===== src/rtl/relock_pkg.sv =====
// Package: shared types for the auto-relock controller.
// Assumes: nothing beyond IEEE 1800-2017.
package relock_pkg;
    typedef enum logic [1:0] {
        ST_RUN   = 2'd0,
        ST_PULSE = 2'd1,
        ST_WAIT  = 2'd2,
        ST_GAP   = 2'd3
    } relock_state_t;
endpackage


===== src/rtl/relock_sync.sv =====
// Module: relock_sync
// Two-stage synchronizer, one chain per bit, for slow level signals.
// Assumes: inputs are quasi-static levels; no multi-bit coherency needed.
module relock_sync #(
    parameter int WIDTH = 1
) (
    input  logic             clk,
    input  logic             rst_n,
    input  logic [WIDTH-1:0] d,
    output logic [WIDTH-1:0] q
);
    for (genvar i = 0; i < WIDTH; i++) begin : g_bit
        logic stage1;
        logic stage2;
        // Two-flop chain for bit i.
        always_ff @(posedge clk) begin
            if (!rst_n) begin
                stage1 <= 1'b0;
                stage2 <= 1'b0;
            end else begin
                stage1 <= d[i];
                stage2 <= stage1;
            end
        end
        assign q[i] = stage2;
    end
endmodule


===== src/rtl/relock_fsm.sv =====
// Module: relock_fsm
// Recovery sequencer: run, pulse the unit reset, wait for lock, gap, retry.
// Assumes: healthy is already synchronized; PULSE_W >= 3; LOCK_TO >= 2.
module relock_fsm
    import relock_pkg::*;
#(
    parameter int PULSE_W = 4,
    parameter int LOCK_TO = 1024,
    parameter int RETRY_W = 8
) (
    input  logic               clk,
    input  logic               rst_n,
    input  logic               healthy,
    output relock_state_t      state,
    output logic               unit_rst,
    output logic [RETRY_W-1:0] retries
);
    localparam int SPAN = (LOCK_TO > PULSE_W) ? LOCK_TO : PULSE_W;
    localparam int TW   = $clog2(SPAN);
    localparam logic [TW-1:0]      PULSE_LAST = TW'(PULSE_W - 1);
    localparam logic [TW-1:0]      WAIT_LAST  = TW'(LOCK_TO - 1);
    localparam logic [RETRY_W-1:0] RETRY_MAX  = '1;

    logic [TW-1:0] timer;

    // State, interval timer and retry counter update.
    always_ff @(posedge clk) begin
        if (!rst_n) begin
            state   <= ST_RUN;
            timer   <= '0;
            retries <= '0;
        end else begin
            unique case (state)
                ST_RUN: begin
                    if (!healthy) begin
                        state <= ST_PULSE;
                        timer <= '0;
                    end
                end
                ST_PULSE: begin
                    if (timer == PULSE_LAST) begin
                        state <= ST_WAIT;
                        timer <= '0;
                    end else begin
                        timer <= timer + 1'b1;
                    end
                end
                ST_WAIT: begin
                    if (healthy) begin
                        state <= ST_RUN;
                    end else if (timer == WAIT_LAST) begin
                        state <= ST_GAP;
                        timer <= '0;
                    end else begin
                        timer <= timer + 1'b1;
                    end
                end
                ST_GAP: begin
                    if (healthy) begin
                        state <= ST_RUN;
                    end else if (timer == WAIT_LAST) begin
                        state <= ST_PULSE;
                        timer <= '0;
                        if (retries != RETRY_MAX) retries <= retries + 1'b1;
                    end else begin
                        timer <= timer + 1'b1;
                    end
                end
                default: state <= ST_RUN;
            endcase
        end
    end

    // Reset output decoded from the registered state.
    assign unit_rst = (state == ST_PULSE);

    // the pulse keeps going until its last cycle, then ends.
    p_pulse_hold_r2: assert property (@(posedge clk) disable iff (!rst_n)
        (unit_rst && timer != PULSE_LAST) |=> unit_rst);
    p_pulse_end_r2: assert property (@(posedge clk) disable iff (!rst_n)
        (unit_rst && timer == PULSE_LAST) |=> !unit_rst);
    // healthy while waiting returns to running.
    p_recover_r3: assert property (@(posedge clk) disable iff (!rst_n)
        (state == ST_WAIT && healthy) |=> state == ST_RUN);
    // wait timeout leads to the quiet gap.
    p_timeout_r4: assert property (@(posedge clk) disable iff (!rst_n)
        (state == ST_WAIT && !healthy && timer == WAIT_LAST) |=> state == ST_GAP);
    // counter steps by one at most and holds at saturation.
    p_retry_step_r7: assert property (@(posedge clk) disable iff (!rst_n)
        (retries != $past(retries)) |-> (retries == $past(retries) + 1'b1));
    p_retry_sat_r7: assert property (@(posedge clk) disable iff (!rst_n)
        (retries == RETRY_MAX) |=> (retries == RETRY_MAX));
endmodule


===== src/rtl/relock_qual.sv =====
// Module: relock_qual
// Qualifies the clock-good flag over a run of consecutive healthy cycles.
// Assumes: GOOD_RUN >= 2; ok_run is registered-source logic in this domain.
module relock_qual #(
    parameter int GOOD_RUN = 16
) (
    input  logic clk,
    input  logic rst_n,
    input  logic ok_run,
    output logic good
);
    localparam int QW = $clog2(GOOD_RUN);
    localparam logic [QW-1:0] RUN_LAST = QW'(GOOD_RUN - 1);

    logic [QW-1:0] run_len;

    // Count healthy cycles; any break clears both count and flag.
    always_ff @(posedge clk) begin
        if (!rst_n) begin
            run_len <= '0;
            good    <= 1'b0;
        end else if (!ok_run) begin
            run_len <= '0;
            good    <= 1'b0;
        end else if (run_len == RUN_LAST) begin
            good <= 1'b1;
        end else begin
            run_len <= run_len + 1'b1;
        end
    end

    // a break in the healthy run always clears the flag.
    p_break_clears_r6: assert property (@(posedge clk) disable iff (!rst_n)
        !ok_run |=> !good);
    // the flag can only rise after a healthy cycle.
    p_rise_healthy_r6: assert property (@(posedge clk) disable iff (!rst_n)
        $rose(good) |-> $past(ok_run));
endmodule


===== src/rtl/clk_relock_ctrl.sv =====
// Module: clk_relock_ctrl (top)
// Auto-relock supervisor for one clock-synthesis unit: synchronizes its
// status, retries resets until lock returns, qualifies a clock-good flag.
// Assumes: lock_in and stat_in are asynchronous levels; clk is free-running.
module clk_relock_ctrl
    import relock_pkg::*;
#(
    parameter int NSTAT    = 4,
    parameter int PULSE_W  = 4,
    parameter int LOCK_TO  = 1024,
    parameter int GOOD_RUN = 16,
    parameter int RETRY_W  = 8
) (
    input  logic               clk,
    input  logic               rst_n,
    input  logic               lock_in,
    input  logic [NSTAT-1:0]   stat_in,
    output logic               unit_rst,
    output logic               clk_good,
    output logic [RETRY_W-1:0] retry_cnt
);
    localparam int SW = NSTAT + 1;

    logic [SW-1:0] raw_vec;
    logic [SW-1:0] sync_vec;
    logic          lock_s;
    logic          fail_s;
    logic          healthy;
    relock_state_t state;

    assign raw_vec = {stat_in, lock_in};

    relock_sync #(.WIDTH(SW)) u_sync (
        .clk   (clk),
        .rst_n (rst_n),
        .d     (raw_vec),
        .q     (sync_vec)
    );

    // Lock flag alone is not trusted: any status bit vetoes health.
    assign lock_s  = sync_vec[0];
    assign fail_s  = |sync_vec[SW-1:1];
    assign healthy = lock_s && !fail_s;

    relock_fsm #(
        .PULSE_W (PULSE_W),
        .LOCK_TO (LOCK_TO),
        .RETRY_W (RETRY_W)
    ) u_fsm (
        .clk      (clk),
        .rst_n    (rst_n),
        .healthy  (healthy),
        .state    (state),
        .unit_rst (unit_rst),
        .retries  (retry_cnt)
    );

    relock_qual #(.GOOD_RUN(GOOD_RUN)) u_qual (
        .clk    (clk),
        .rst_n  (rst_n),
        .ok_run (state == ST_RUN && healthy),
        .good   (clk_good)
    );

    // never report a good clock while resetting the unit.
    p_good_no_pulse_r6: assert property (@(posedge clk) disable iff (!rst_n)
        unit_rst |-> !clk_good);
    // a status bit seen while good drops the flag next cycle.
    p_stat_drops_good_r5: assert property (@(posedge clk) disable iff (!rst_n)
        (clk_good && fail_s) |=> !clk_good);
    // a detected failure while running starts the pulse.
    p_fail_pulses_r2: assert property (@(posedge clk) disable iff (!rst_n)
        (state == ST_RUN && !healthy) |=> unit_rst);
endmodule


===== config.mk =====
export PLATFORM = sky130hd
export DESIGN_NAME = clk_relock_ctrl
export DESIGN_NICKNAME = d
export VERILOG_FILES = /design/src/rtl/relock_pkg.sv /design/src/rtl/relock_sync.sv /design/src/rtl/relock_fsm.sv /design/src/rtl/relock_qual.sv /design/src/rtl/clk_relock_ctrl.sv
export SDC_FILE = /design/constraint.sdc
export NUM_CORES = 1
export LEC_CHECK = 0
export CORE_MARGIN = 5
export CORE_UTILIZATION = 49
export CTS_CLUSTER_DIAMETER = 30
export DETAILED_ROUTE_END_ITERATION = 10
export PLACE_DENSITY_LB_ADDON = 0.08
export SYNTH_ARGS = -nofsm -noshare
export SYNTH_HDL_FRONTEND = slang
export SYNTH_SLANG_ARGS = --single-unit
export TNS_END_PERCENT = 30

===== constraint.sdc =====
create_clock -name clk -period 1.6 [get_ports clk]
set_input_delay 0.24 -clock clk [delete_from_list [all_inputs] [get_ports clk]]
set_output_delay 0.24 -clock clk [all_outputs]
set_load 0.01 [all_outputs]

==> results of run 1 <==
==> state kept, by name, summed over array words and instances (netlist names) <==
name and cells:
u_fsm.retries 8, u_fsm.state 2, u_fsm.timer 10, u_qual.good 1, u_qual.run_len 4, u_sync.g_bit.stage1 5, u_sync.g_bit.stage2 5
==> path summary, 6_finish.rpt <==
check,start,endpoint,slack [ns]
max,u_sync.g_bit[3].stage2,u_fsm.retries[4],-0.12
min,u_sync.g_bit[2].stage1,u_sync.g_bit[2].stage2,0.45
min reg2reg,u_sync.g_bit[2].stage1,u_sync.g_bit[2].stage2,0.45
max reg2reg,u_sync.g_bit[3].stage2,u_fsm.retries[4],-0.12
==> kinds of logic after synthesis <==
logic type,after synthesis,share of synthesized area [%]
buffers and inverters,3,0.7462
AO/OA/AOI/OAI,9,6.136
adder cells (fa/ha/maj),3,2.488
flip-flops,35,46.43
XOR/XNOR,14,8.126
multiplexers,6,3.980
AND/OR/NAND/NOR,84,32.09
==> layout by cell type (no fill, tap or decap), types with 6 or more instances in the layout <==
cell type         n
xnor2_1           6
nor2_1           19
nand3_1           8
clkdlybuf4s50_1   8
buf_4            22
xor2_1            8
dlygate4sd2_1     6
nand2_1           9
dfxtp_1          32
and2_1           14
mux2i_1           6
==> report_power, final <==
| group | total, uW | switching [uW] | internal [uW] |
|---|---|---|---|
| Combinational | 96.2 | 45.2 | 51.0 |
| Sequential | 899 | 10.3 | 889 |
| Clock | 500 | 324 | 176 |
==> critical path, cell delays in order, from the launching register on <==
cell     delay, ns
dfxtp_1       0.32
or4b_4        0.60
o21ai_4       0.29
nor4_1        0.11
xor2_1        0.15
and2_1        0.16
==> synth_stat cells, types with 5 or more instances <==
master	n	area (sq um)
nand2b_1	5	31.28
xor2_1	8	70.07
nand2_1	9	33.78
nor2_1	20	75.07
mux2i_1	6	60.06
and2_1	14	87.58
nand3_1	10	50.05
dfxtp_1	35	700.7
xnor2_1	6	52.55
and3_1	5	31.28
==> cell type report <==
| class | count | area [sq um] |
|---|---|---|
| Clock buffer | 5 | 37.54 |
| Clock inverter | 3 | 23.77 |
| Fill cell | 253 | 1010 |
| Inverter | 1 | 3.754 |
| Multi-Input combinational cell | 116 | 859.6 |
| Sequential cell | 35 | 704.4 |
| Tap cell | 33 | 41.29 |
| Timing Repair Buffer | 38 | 322.8 |
==> metal layers <==
layer / vias to the layer above / share of wire (%) / GRT usage [%] / routed length [um]
li1: 626 / - / - / -
met5: - / 0 / 0 / 0
met4: 0 / 1.9 / 7.772 / 57
met1: 575 / 42 / 16.14 / 1251
met3: 6 / 5.1 / 6.154 / 153
met2: 25 / 51 / 29.08 / 1528
==> timing repair <==
| action | 4_1_cts | 5_1_grt |
|---|---|---|
| endpoints found under the setup margin | 28 | 28 |
| pin swaps | 0 | 1 |
| hold buffers | 0 | 0 |
| hold endpoints to repair | 0 | 0 |
| resized for setup | 12 | 11 |
==> through the flow <==
stage	power [uW]	hold slack, ns	util (%)	worst slack (ns)
after global routing	1583	0.4309	66.38	-0.1965
after global placement	1006	0.4178	62.21	-0.05391
after detailed placement	1010	0.4238	62.21	-0.1146
final	1496	0.4459	66.38	-0.1237
after CTS	1516	0.4401	64.54	-0.1445
after floorplan	963.3	0.3673	-	0.009491
==> results.md, run 1 <==
* Max-Cap Viols at 0
* Starting Density at 50.25%
* Area Growth Syn to Fin at 32.09%
* Synth cell types at 35
* Critical path type: reg -> reg
* Design area at 0.001993 sq mm
* DP Area at 0.001868 sq mm
* Die Width at 65.50 um
* Period utilisation layout at 107.7%
* CTS Sinks at 35
* Cells after Synth at 154
* IO Pins at 17
* Placed cell count at 223
* Fmax at 580.2 MHz
* CP Max Fanout at 6
* Syn_nets at 164
* Vias/cell at 5.333
* Sequential area share after synthesis at 46.43%
* Final min period at 1.724 ns
* Status: complete, but fails checks
* Final ANT Viol Nets at 0
* Final Skew at 0.009003 ns
* Synth async-reset ratio at 0%
* Die area at 0.004290 sq mm
* CP Launch Type: register
* Worst slew pin tran at 0.3609 ns
* FF+latch count, synth at 35
* Drt first pass iters at 4
* Nets at 207
* Wirelength per Cell at 12.94 um
* Fin. Hold Viols at 0
* CP Data Arrival Time at 1.98 ns
* H-tree Lvls at 2
* Residual DRC at 0
* Global-route wire length before repair at 5168 um
* Port bufs at 16
* Worst setup margin at -0.1237 ns
* Max VDD drop at 0.5619 mV
* DRT iter0 DRCs at 123
* CTS tree: yes
* Max clock buf depth at 2
* Core Area at 0.003003 sq mm
* Top FF cell, synth: dfxtp_1
* Routed WL at 2990 um
* Synthesized area at 0.001509 sq mm
* Hold path depth at 1
* Slew Viols, Final at 0
* RSZ-0062 raised after global routing: yes
* WP data required at 1.86 ns
* Postcts setup bufs at 0
* CTS clk-pin slew, worst paths at 0.12 ns
* Relative slew slack at 75.91%
* Root Driver: clkbuf_4
* Avg Cell Area, Syn at 9.798 sq um
* Overall Global Routing Usage at 16.14%
* TritonCTS buffer count at 5
* EDFF count, synth at 0
* Placer Congestion at 0.8055
* Final cell count without fillers at 231
* Power density cells at 750.4 mW/mm^2
* Worst Reg-to-Reg Cells at 5
* Antenna violations before repair at 0
* Largest net degree at the start of global routing at 23
* Setup TNS at -1.851 ns
* Failing checks: setup timing
* Final setup violation count at 20
* Ys Warns at 0
* Ratio of cells with drive above 1 in the final layout at 24.24%
* Vias in the first global route at 1218
* HP Class: reg -> reg
* Row count at 20
* Total grt overflow at 0
* Critical path capture point type: register
* Detailed placement HPWL at 2239 um
* Latest clock arrival within the worst-skew pair at 0.35 ns
* Routed vias at 1232
* P_leak at 0.0008697 uW
* Die height at 65.50 um
* ANT cells at 0
No activity file was read; power rests on OpenSTA's default activity.
==> inputs of run 2 (changes only) <==
--- a/config.mk
+++ b/config.mk
@@ -6,11 +6,13 @@
 export NUM_CORES = 1
 export LEC_CHECK = 0
 export CORE_MARGIN = 5
-export CORE_UTILIZATION = 49
+export CORE_UTILIZATION = 50
 export CTS_CLUSTER_DIAMETER = 30
 export DETAILED_ROUTE_END_ITERATION = 10
 export PLACE_DENSITY_LB_ADDON = 0.08
+export SLEW_MARGIN = 20
 export SYNTH_ARGS = -nofsm -noshare
 export SYNTH_HDL_FRONTEND = slang
+export SYNTH_HIERARCHICAL = 1
 export SYNTH_SLANG_ARGS = --single-unit
 export TNS_END_PERCENT = 30
==> run 2 against run 1 <==
  * Power is 20% higher
  * Sequential share of layout area is 3.7 points lower
  * Global-route usage is 2.6 points higher
  * Largest cell class unchanged
  * The flow still finishes with violations (setup timing)
  * Hold slack hardly changed
  * Largest power group unchanged
  * Die area is 7.8% higher
  * Highest routed layer unchanged
  * Final cell count is 23% higher
  * Combinational power grew to 3.3 times the previous value
==> results.md, run 2 <==
* CTS tree: yes (unchanged)
* IO Pins at 17 (unchanged)
* DRT iter0 DRCs at 67 (was 123)
* Post-synthesis mux area share at 0.5948% (was 3.980%)
* Critical path type: reg -> reg (unchanged)
* HP Class: reg -> reg (unchanged)
* Largest family of logic cells by synthesized area: simple AND/OR/NAND/NOR gates (unchanged)
* Crit path from: u_sync/g_bit[0].stage2 (was u_sync.g_bit[3].stage2)
* Vias in the first global route at 1496 (was 1218)
* Routed vias at 1592 (was 1232)
* CP Launch Type: register (unchanged)
* H-tree Lvls at 2 (unchanged)
* Root Driver: clkbuf_4 (unchanged)
* WP data required at 1.89 ns (was 1.86 ns)
* Largest net degree at the start of global routing at 17 (was 23)
* Clock power share at 31.0% (was 33.4%)
* Critical path capture point type: register (unchanged)
* Nets at 248 (was 207)
* DP Area at 0.002061 sq mm (was 0.001868 sq mm)
* Overall Global Routing Usage at 18.76% (was 16.14%)
* Final Power at 1799 uW (was 1496 uW)
* Comb pwr share at 17.5% (was 6.4%)
* Residual DRC at 0 (unchanged)
* Largest registers: u_fsm/timer: 10 flops, u_fsm/retries: 8 flops (was u_fsm.timer: 10 flops, u_fsm.retries: 8 flops)
* Detailed placement HPWL at 2749 um (was 2239 um)
* CP delay by family, top: simple AND/OR/NAND/NOR gates (unchanged)
* Ys Warns at 6 (was 0)
* CP Max Fanout at 5 (was 6)
* Design area at 0.002256 sq mm (was 0.001993 sq mm)
* Sw Pwr at 488.0 uW (was 380.0 uW)
* Final Skew at 0.01176 ns (was 0.009003 ns)
* Total grt overflow at 0 (unchanged)
* Starting Density at 51.24% (was 50.25%)
* Cells after Synth at 193 (was 154)
* Fin. Hold Viols at 0 (unchanged)
* R2R setup slack at -0.06 ns (was -0.12 ns)
* Synth Area in Adders at 2.230% (was 2.488%)
* Share of the synthesized area in the top cell type at 41.64% (was 46.43%)
* Final min period at 1.662 ns (was 1.724 ns)
* Slowest CP cell: or4_4 (was or4b_4)
* ANT cells at 0 (unchanged)
* Most flop-heavy register: u_fsm/timer (was u_fsm.timer)
* Period utilisation layout at 103.9% (was 107.7%)
* Die area at 0.004626 sq mm (was 0.004290 sq mm)
* Commonest non-fill, non-tap cell in the layout: buf_4 (was dfxtp_1)
* Row count at 21 (was 20)
* Port bufs at 16 (unchanged)
* P_leak at 0.0008618 uW (was 0.0008697 uW)
* Pint at 1311 uW (was 1116 uW)
* Core Area at 0.003284 sq mm (was 0.003003 sq mm)
* Sequential area share after synthesis at 41.64% (was 46.43%)
* Max VDD drop at 0.6607 mV (was 0.5619 mV)
* CP Data Arrival Time at 1.95 ns (was 1.98 ns)
* Worst-path cell chain: or3b_4 > nor3_4 > nor2b_2 > o21ai_1 > buf_4 > or4_4 > a21oi_2 (was or4b_4 > o21ai_4 > nor4_1 > xor2_1 > and2_1)
* Drt first pass iters at 4 (unchanged)
* CP endpoint: u_fsm/retries[4] (was u_fsm.retries[4])
* Fin Hold WS at 0.4459 ns (about the same)
* Worst slew pin tran at 0.3962 ns (was 0.3609 ns)
* Latest clock arrival within the worst-skew pair at 0.34 ns (was 0.35 ns)
* Vias/cell at 5.586 (was 5.333)
* Area Growth Syn to Fin at 34.05% (was 32.09%)
* Bufs and invs on worst path at 1 (was 0)
* Die height at 68.02 um (was 65.50 um)
* CP Depth at 7 (was 5)
* Failing checks: setup timing (unchanged)
* Sequential Power Share at 51.5% (was 60.1%)
* Wirelength per Cell at 13.70 um (was 12.94 um)
* RSZ-0062 raised after global routing: yes (unchanged)
* Antenna violations before repair at 0 (unchanged)
* Ratio of cells with drive above 1 in the final layout at 29.29% (was 24.24%)
* Fmax at 601.6 MHz (was 580.2 MHz)
* Syn_nets at 203 (was 164)
* Routed WL at 3904 um (was 2990 um)
* Largest cells by area after synthesis: dfxtp_1 (42%), and2_1 (5.2%), a21oi_1 (4.5%), nand3_1 (3.6%), nand2_1 (3.1%) (was dfxtp_1 (46%), and2_1 (5.8%), nor2_1 (5.0%), xor2_1 (4.6%), mux2i_1 (4.0%))
* EDFF count, synth at 0 (unchanged)
* Final ANT Viol Nets at 0 (unchanged)
* Top FF cell, synth: dfxtp_1 (unchanged)
* Global-route wire length before repair at 6417 um (was 5168 um)
* Synth async-reset ratio at 0% (unchanged)
* Worst setup margin at -0.06221 ns (was -0.1237 ns)
* Die Width at 68.02 um (was 65.50 um)
* Critical R2R Capture: u_fsm/retries[4] (was u_fsm.retries[4])
* Status: complete, but fails checks (unchanged)
* R2R Path Start: u_sync/g_bit[0].stage2 (was u_sync.g_bit[3].stage2)
* Synthesized area at 0.001683 sq mm (was 0.001509 sq mm)
* CTS clk-pin slew, worst paths at 0.12 ns (about the same)
* CTS Sinks at 35 (unchanged)
* Avg Cell Area, Syn at 8.720 sq um (was 9.798 sq um)
* Power density cells at 797.6 mW/mm^2 (was 750.4 mW/mm^2)
* TritonCTS buffer count at 5 (unchanged)
* Count leader, synth: dfxtp_1 (unchanged)
* Synth cell types at 44 (was 35)
* Most frequent cells after synthesis: dfxtp_1 (35), a21oi_1 (15), and2_1 (14), nand2_1 (14), nand3_1 (12) (was dfxtp_1 (35), nor2_1 (20), and2_1 (14))
* Slew Viols, Final at 0 (unchanged)
* Synth Area in Simple Gates at 26.17% (was 32.09%)
* Placer Congestion at 0.8508 (was 0.8055)
* Most frequent cells in the layout: buf_4 (33), dfxtp_1 (24), a21oi_1 (14), nand2_1 (14), and2_1 (13) (was dfxtp_1 (32), buf_4 (22), nor2_1 (19), and2_1 (14), nand2_1 (9))
* Worst Reg-to-Reg Cells at 7 (was 5)
* Relative slew slack at 73.56% (was 75.91%)
* Post-synth top area cell: dfxtp_1 (unchanged)
* Switching Fraction at 27.12% (was 25.40%)
* Crit path largest cell delay at 0.50 ns (was 0.60 ns)
* Max clock buf depth at 2 (unchanged)
* Final setup violation count at 7 (was 20)
* Max reg flops at 10 (unchanged)
* Max-Cap Viols at 0 (unchanged)
* FF+latch count, synth at 35 (unchanged)
* XOR/XNOR Fraction of Synth Area at 1.561% (was 8.126%)
* Share of the synthesized area in compound gates (AO/OA/AOI/OAI) at 22.16% (was 6.136%)
==> run 2: cell types whose count changed after synthesis, sizes merged, moves of 5 or more <==
cell,delta
inv,+7
nor2,-13
nand2,+5
buf,+7
mux2i,-5
a21oi,+13
a211oi,+6
o21ai,+6
xor2,-8
==> run 2: cell families after synthesis <==
kind of cell    Yosys count
simple gates             77
flops                    35
buf+inv                  20
fa+ha+maj                 3
compound gates           54
xor+xnor                  3
mux                       1
==> run 2: per-layer routing <==
layer	wire length, um	GRT usage (%)	vias to the layer above
li1	-	-	805
met1	1714	20.64	759
met2	2013	32.73	24
met3	117	5.090	4
met4	59	9.677	0
met5	0	0	-
==> run 2: area by class of cell <==
type / count / area, sq um
multi-input cells: 138 / 959.7
clock buffers: 7 / 65.06
repair buffers: 50 / 421.7
inverters: 8 / 30.03
clock inverters: 1 / 7.507
fillers: 273 / 1028
flip-flops and latches: 35 / 714.4
well taps: 46 / 57.56
==> run 2: worst min-delay path by stage <==
stage / start / to / slack [ns] / cells past startpoint
after floorplan: lock_in / u_sync/g_bit[0].stage1 / 0.36 / 1
after global placement: u_sync/g_bit[2].stage1 / u_sync/g_bit[2].stage2 / 0.42 / 1
after detailed placement: u_sync/g_bit[1].stage1 / u_sync/g_bit[1].stage2 / 0.43 / 1
after CTS: lock_in / u_sync/g_bit[0].stage1 / 0.45 / 2
after global routing: stat_in[0] / u_sync/g_bit[1].stage1 / 0.46 / 2
final: u_sync/g_bit[0].stage1 / u_sync/g_bit[0].stage2 / 0.45 / 1
==> run 2: power by group through the flow <==
stage / Clock (uW) / Combinational (uW) / Sequential (uW)
finish: 558 / 314 / 927
global route: 616 / 349 / 932
CTS: 580 / 287 / 924
detailed placement: 0 / 270 / 941
global placement: 0 / 263 / 939
floorplan: 0 / 147 / 939
==> run 2: what timing repair did <==
| action | 4_1_cts | 5_1_grt |
|---|---|---|
| resized for setup | 16 | 13 |
| pin swaps | 7 | 2 |
| hold buffers | 0 | 0 |
| setup endpoints to repair | 16 | 24 |
| buffers inserted | 3 | 2 |
==> run 2: metrics by stage <==
| step | utilization [%] | instances | worst slack [ns] | TNS (ns) |
|---|---|---|---|---|
| CTS | 66.67 | 283 | -0.06007 | -0.1292 |
| finish | 68.69 | 285 | -0.06221 | -0.1652 |
| global route | 68.69 | 285 | -0.1573 | -1.704 |
| global placement | 62.74 | 272 | -0.03532 | -0.05619 |
| floorplan | - | 193 | -0.03969 | -0.1124 |
| detailed placement | 62.74 | 272 | -0.1433 | -0.3599 |
==> run 2: worst reg2reg max path, stage by stage (launching register included) <==
cell and delay [ns]:
dfxtp_1 0.31, or3b_4 0.24, nor3_4 0.04, nor2b_2 0.14, o21ai_1 0.08, buf_4 0.16, or4_4 0.51, a21oi_2 0.13
==> inputs of run 3 (changes only) <==
--- a/config.mk
+++ b/config.mk
@@ -6,7 +6,7 @@
 export NUM_CORES = 1
 export LEC_CHECK = 0
 export CORE_MARGIN = 5
-export CORE_UTILIZATION = 50
+export CORE_UTILIZATION = 35
 export CTS_CLUSTER_DIAMETER = 30
 export DETAILED_ROUTE_END_ITERATION = 10
 export PLACE_DENSITY_LB_ADDON = 0.08
==> run 3 against run 2 <==
  * The run still ends with setup timing left
  * Register-to-register slack gained 0.05 ns
  * Non-clock buffer count shrank 2
  * Highest routed layer unchanged
  * Combinational power grew 2%
  * Clock-buffer cell count shrank 2
  * Largest power group unchanged
  * Sequential cell count is the same
  * Hold slack lost 0.0064 ns
==> results.md, run 3 (synthesis gave the netlist of run 2 again) <==
* Placed cell count at 279 (was 272)
* Routed vias at 1590 (was 1592)
* Worst-path cell chain: or3b_4 > nor3_4 > nand2b_4 > buf_6 > a31oi_4 > o22ai_2 > a21oi_1 (was or3b_4 > nor3_4 > nor2b_2 > o21ai_1 > buf_4 > or4_4 > a21oi_2)
* CP Max Fanout at 3 (was 5)
* ANT cells at 0 (unchanged)
* WP data required at 1.77 ns (was 1.89 ns)
* DP Area at 0.002076 sq mm (was 0.002061 sq mm)
* R2R Path Start: u_sync/g_bit[1].stage2 (was u_sync/g_bit[0].stage2)
* Largest registers: u_fsm/timer: 10 flops, u_fsm/retries: 8 flops (unchanged)
* Crit path from: u_sync/g_bit[1].stage2 (was u_sync/g_bit[0].stage2)
* Final setup violation count at 1 (was 7)
* DRT iter0 DRCs at 82 (was 67)
* Latest clock arrival within the worst-skew pair at 0.28 ns (was 0.34 ns)
* Overall Global Routing Usage at 14.05% (was 18.76%)
* Final Power at 2035 uW (was 1799 uW)
* Bufs and invs on worst path at 1 (unchanged)
* Core Area at 0.004692 sq mm (was 0.003284 sq mm)
* Die area at 0.006295 sq mm (was 0.004626 sq mm)
* P_leak at 0.0008843 uW (was 0.0008618 uW)
* Relative slew slack at 75.39% (was 73.56%)
* Detailed placement HPWL at 2858 um (was 2749 um)
* Ratio of cells with drive above 1 in the final layout at 29.83% (was 29.29%)
* Drt first pass iters at 4 (unchanged)
* Period utilisation layout at 100.6% (was 103.9%)
* Max-Cap Viols at 0 (unchanged)
* Crit path largest cell delay at 0.41 ns (was 0.50 ns)
* RSZ-0062 raised after global routing: yes (unchanged)
* CP Launch Type: register (unchanged)
* Global-route wire length before repair at 7065 um (was 6417 um)
* IO Pins at 17 (unchanged)
* Fmax at 621.6 MHz (was 601.6 MHz)
* Pre-CTS WS at -0.05978 ns (was -0.1433 ns)
* Root Driver: clkbuf_8 (was clkbuf_4)
* Failing checks: setup timing (unchanged)
* R2R setup slack at -0.009 ns (was -0.06 ns)
* Area Growth Syn to Fin at 41.78% (was 34.05%)
* Critical path type: reg -> reg (unchanged)
* Worst setup margin at -0.008851 ns (was -0.06221 ns)
* Nets at 247 (was 248)
* CTS Sinks at 35 (unchanged)
* Die height at 79.34 um (was 68.02 um)
* Largest net degree at the start of global routing at 23 (was 17)
* Power density cells at 852.9 mW/mm^2 (was 797.6 mW/mm^2)
* Final ANT Viol Nets at 0 (unchanged)
* CTS clk-pin slew, worst paths at 0.07 ns (was 0.12 ns)
* Die Width at 79.34 um (was 68.02 um)
* Max reg flops at 10 (unchanged)
* Critical R2R Capture: u_fsm/timer[9] (was u_fsm/retries[4])
* Critical path capture point type: register (unchanged)
* Slew Viols, Final at 0 (unchanged)
* Slowest CP cell: or3b_4 (was or4_4)
* Final min period at 1.609 ns (was 1.662 ns)
* Hold buffer count at CTS at 0 (unchanged)
* Fin. Hold Viols at 0 (unchanged)
* CP endpoint: u_fsm/timer[9] (was u_fsm/retries[4])
* Vias/cell at 5.445 (was 5.586)
* Most flop-heavy register: u_fsm/timer (unchanged)
* Vias in the first global route at 1545 (was 1496)
* TritonCTS buffer count at 5 (unchanged)
* Max VDD drop at 0.3183 mV (was 0.6607 mV)
* Final cell count without fillers at 292 (was 285)
* Routed WL at 4170 um (was 3904 um)
* Commonest non-fill, non-tap cell in the layout: buf_4 (unchanged)
* Row count at 25 (was 21)
* HP Class: reg -> reg (unchanged)
* CP Depth at 7 (unchanged)
* H-tree Lvls at 2 (unchanged)
* CTS tree: yes (unchanged)
* Status: complete, but fails checks (unchanged)
* CP delay by family, top: simple AND/OR/NAND/NOR gates (unchanged)
* Most frequent cells in the layout: buf_4 (26), dfxtp_1 (25), a21oi_1 (15), clkdlybuf4s50_1 (14), nand2_1 (14) (was buf_4 (33), dfxtp_1 (24), a21oi_1 (14), nand2_1 (14), and2_1 (13))
* Final Skew at 0.005597 ns (was 0.01176 ns)
* Wirelength per Cell at 14.28 um (was 13.70 um)
* Final core occ at 50.85% (was 68.69%)
* Design area at 0.002386 sq mm (was 0.002256 sq mm)
* Max clock buf depth at 2 (unchanged)
* Starting Density at 35.87% (was 51.24%)
* Residual DRC at 0 (unchanged)
* Total grt overflow at 0 (unchanged)
* Placer Congestion at 0.8329 (was 0.8508)
* Worst Reg-to-Reg Cells at 7 (unchanged)
* Port bufs at 16 (unchanged)
* Worst slew pin tran at 0.3599 ns (was 0.3962 ns)
* CP Data Arrival Time at 1.78 ns (was 1.95 ns)
* Antenna violations before repair at 0 (unchanged)
-- run 3: cell types whose count changed in the layout (fill, tap and decap cells not counted), sizes merged, moves of 2 or more --
cell / previous run / this run
buf: 34 / 32
clkbuf: 7 / 5
clkdlybuf4s50: 12 / 14
clkinv: 0 / 2
-- run 3: what timing repair did --
action / 4_1_cts / 5_1_grt
gates cloned: 0 / 1
pin swaps: 2 / 14
gates resized for setup: 12 / 30
setup endpoints to repair: 17 / 21
setup buffers: 2 / 2
-- run 3: routing by layer --
layer | vias to the layer above | wire (um) | track usage, %
met5 | - | 0 | 0
met4 | 0 | 82 | 5.498
met3 | 8 | 140 | 4.082
met2 | 23 | 2018 | 22.73
met1 | 754 | 1929 | 17.55
li1 | 805 | - | -
-- run 3: layout make-up --
cell class | count | area [sq um]
clock buffers | 5 | 68.82
clock inverters | 3 | 43.79
fillers | 449 | 2306
inverters | 8 | 30.03
multi-input cells | 139 | 1021
flip-flops and latches | 35 | 713.2
well taps | 54 | 67.56
repair buffers | 48 | 441.7
-- run 3: power breakdown --
group / switching (uW) / internal (uW)
logic: 166 / 153
clock network: 322 / 464
registers: 27.1 / 903
-- run 3: stage by stage --
stage            TNS, ns  hold slack (ns)
6_report       -0.008851           0.4395
4_1_cts          -0.5702           0.4495
3_5_place_dp     -0.5348           0.4243
3_3_place_gp     -0.2479           0.4305
2_1_floorplan    -0.1124           0.3617
5_1_grt           -1.365           0.4531
-- run 3: worst min path at each step --
| stage | from | end | slack [ns] | cells past startpoint |
|---|---|---|---|---|
| 4_1_cts | u_sync/g_bit[1].stage1 | u_sync/g_bit[1].stage2 | 0.45 | 1 |
| 3_5_place_dp | u_sync/g_bit[4].stage1 | u_sync/g_bit[4].stage2 | 0.42 | 1 |
| 6_report | u_sync/g_bit[2].stage1 | u_sync/g_bit[2].stage2 | 0.44 | 1 |
| 5_1_grt | u_sync/g_bit[1].stage1 | u_sync/g_bit[1].stage2 | 0.45 | 1 |
| 3_3_place_gp | u_sync/g_bit[4].stage1 | u_sync/g_bit[4].stage2 | 0.43 | 1 |
| 2_1_floorplan | lock_in | u_sync/g_bit[0].stage1 | 0.36 | 1 |
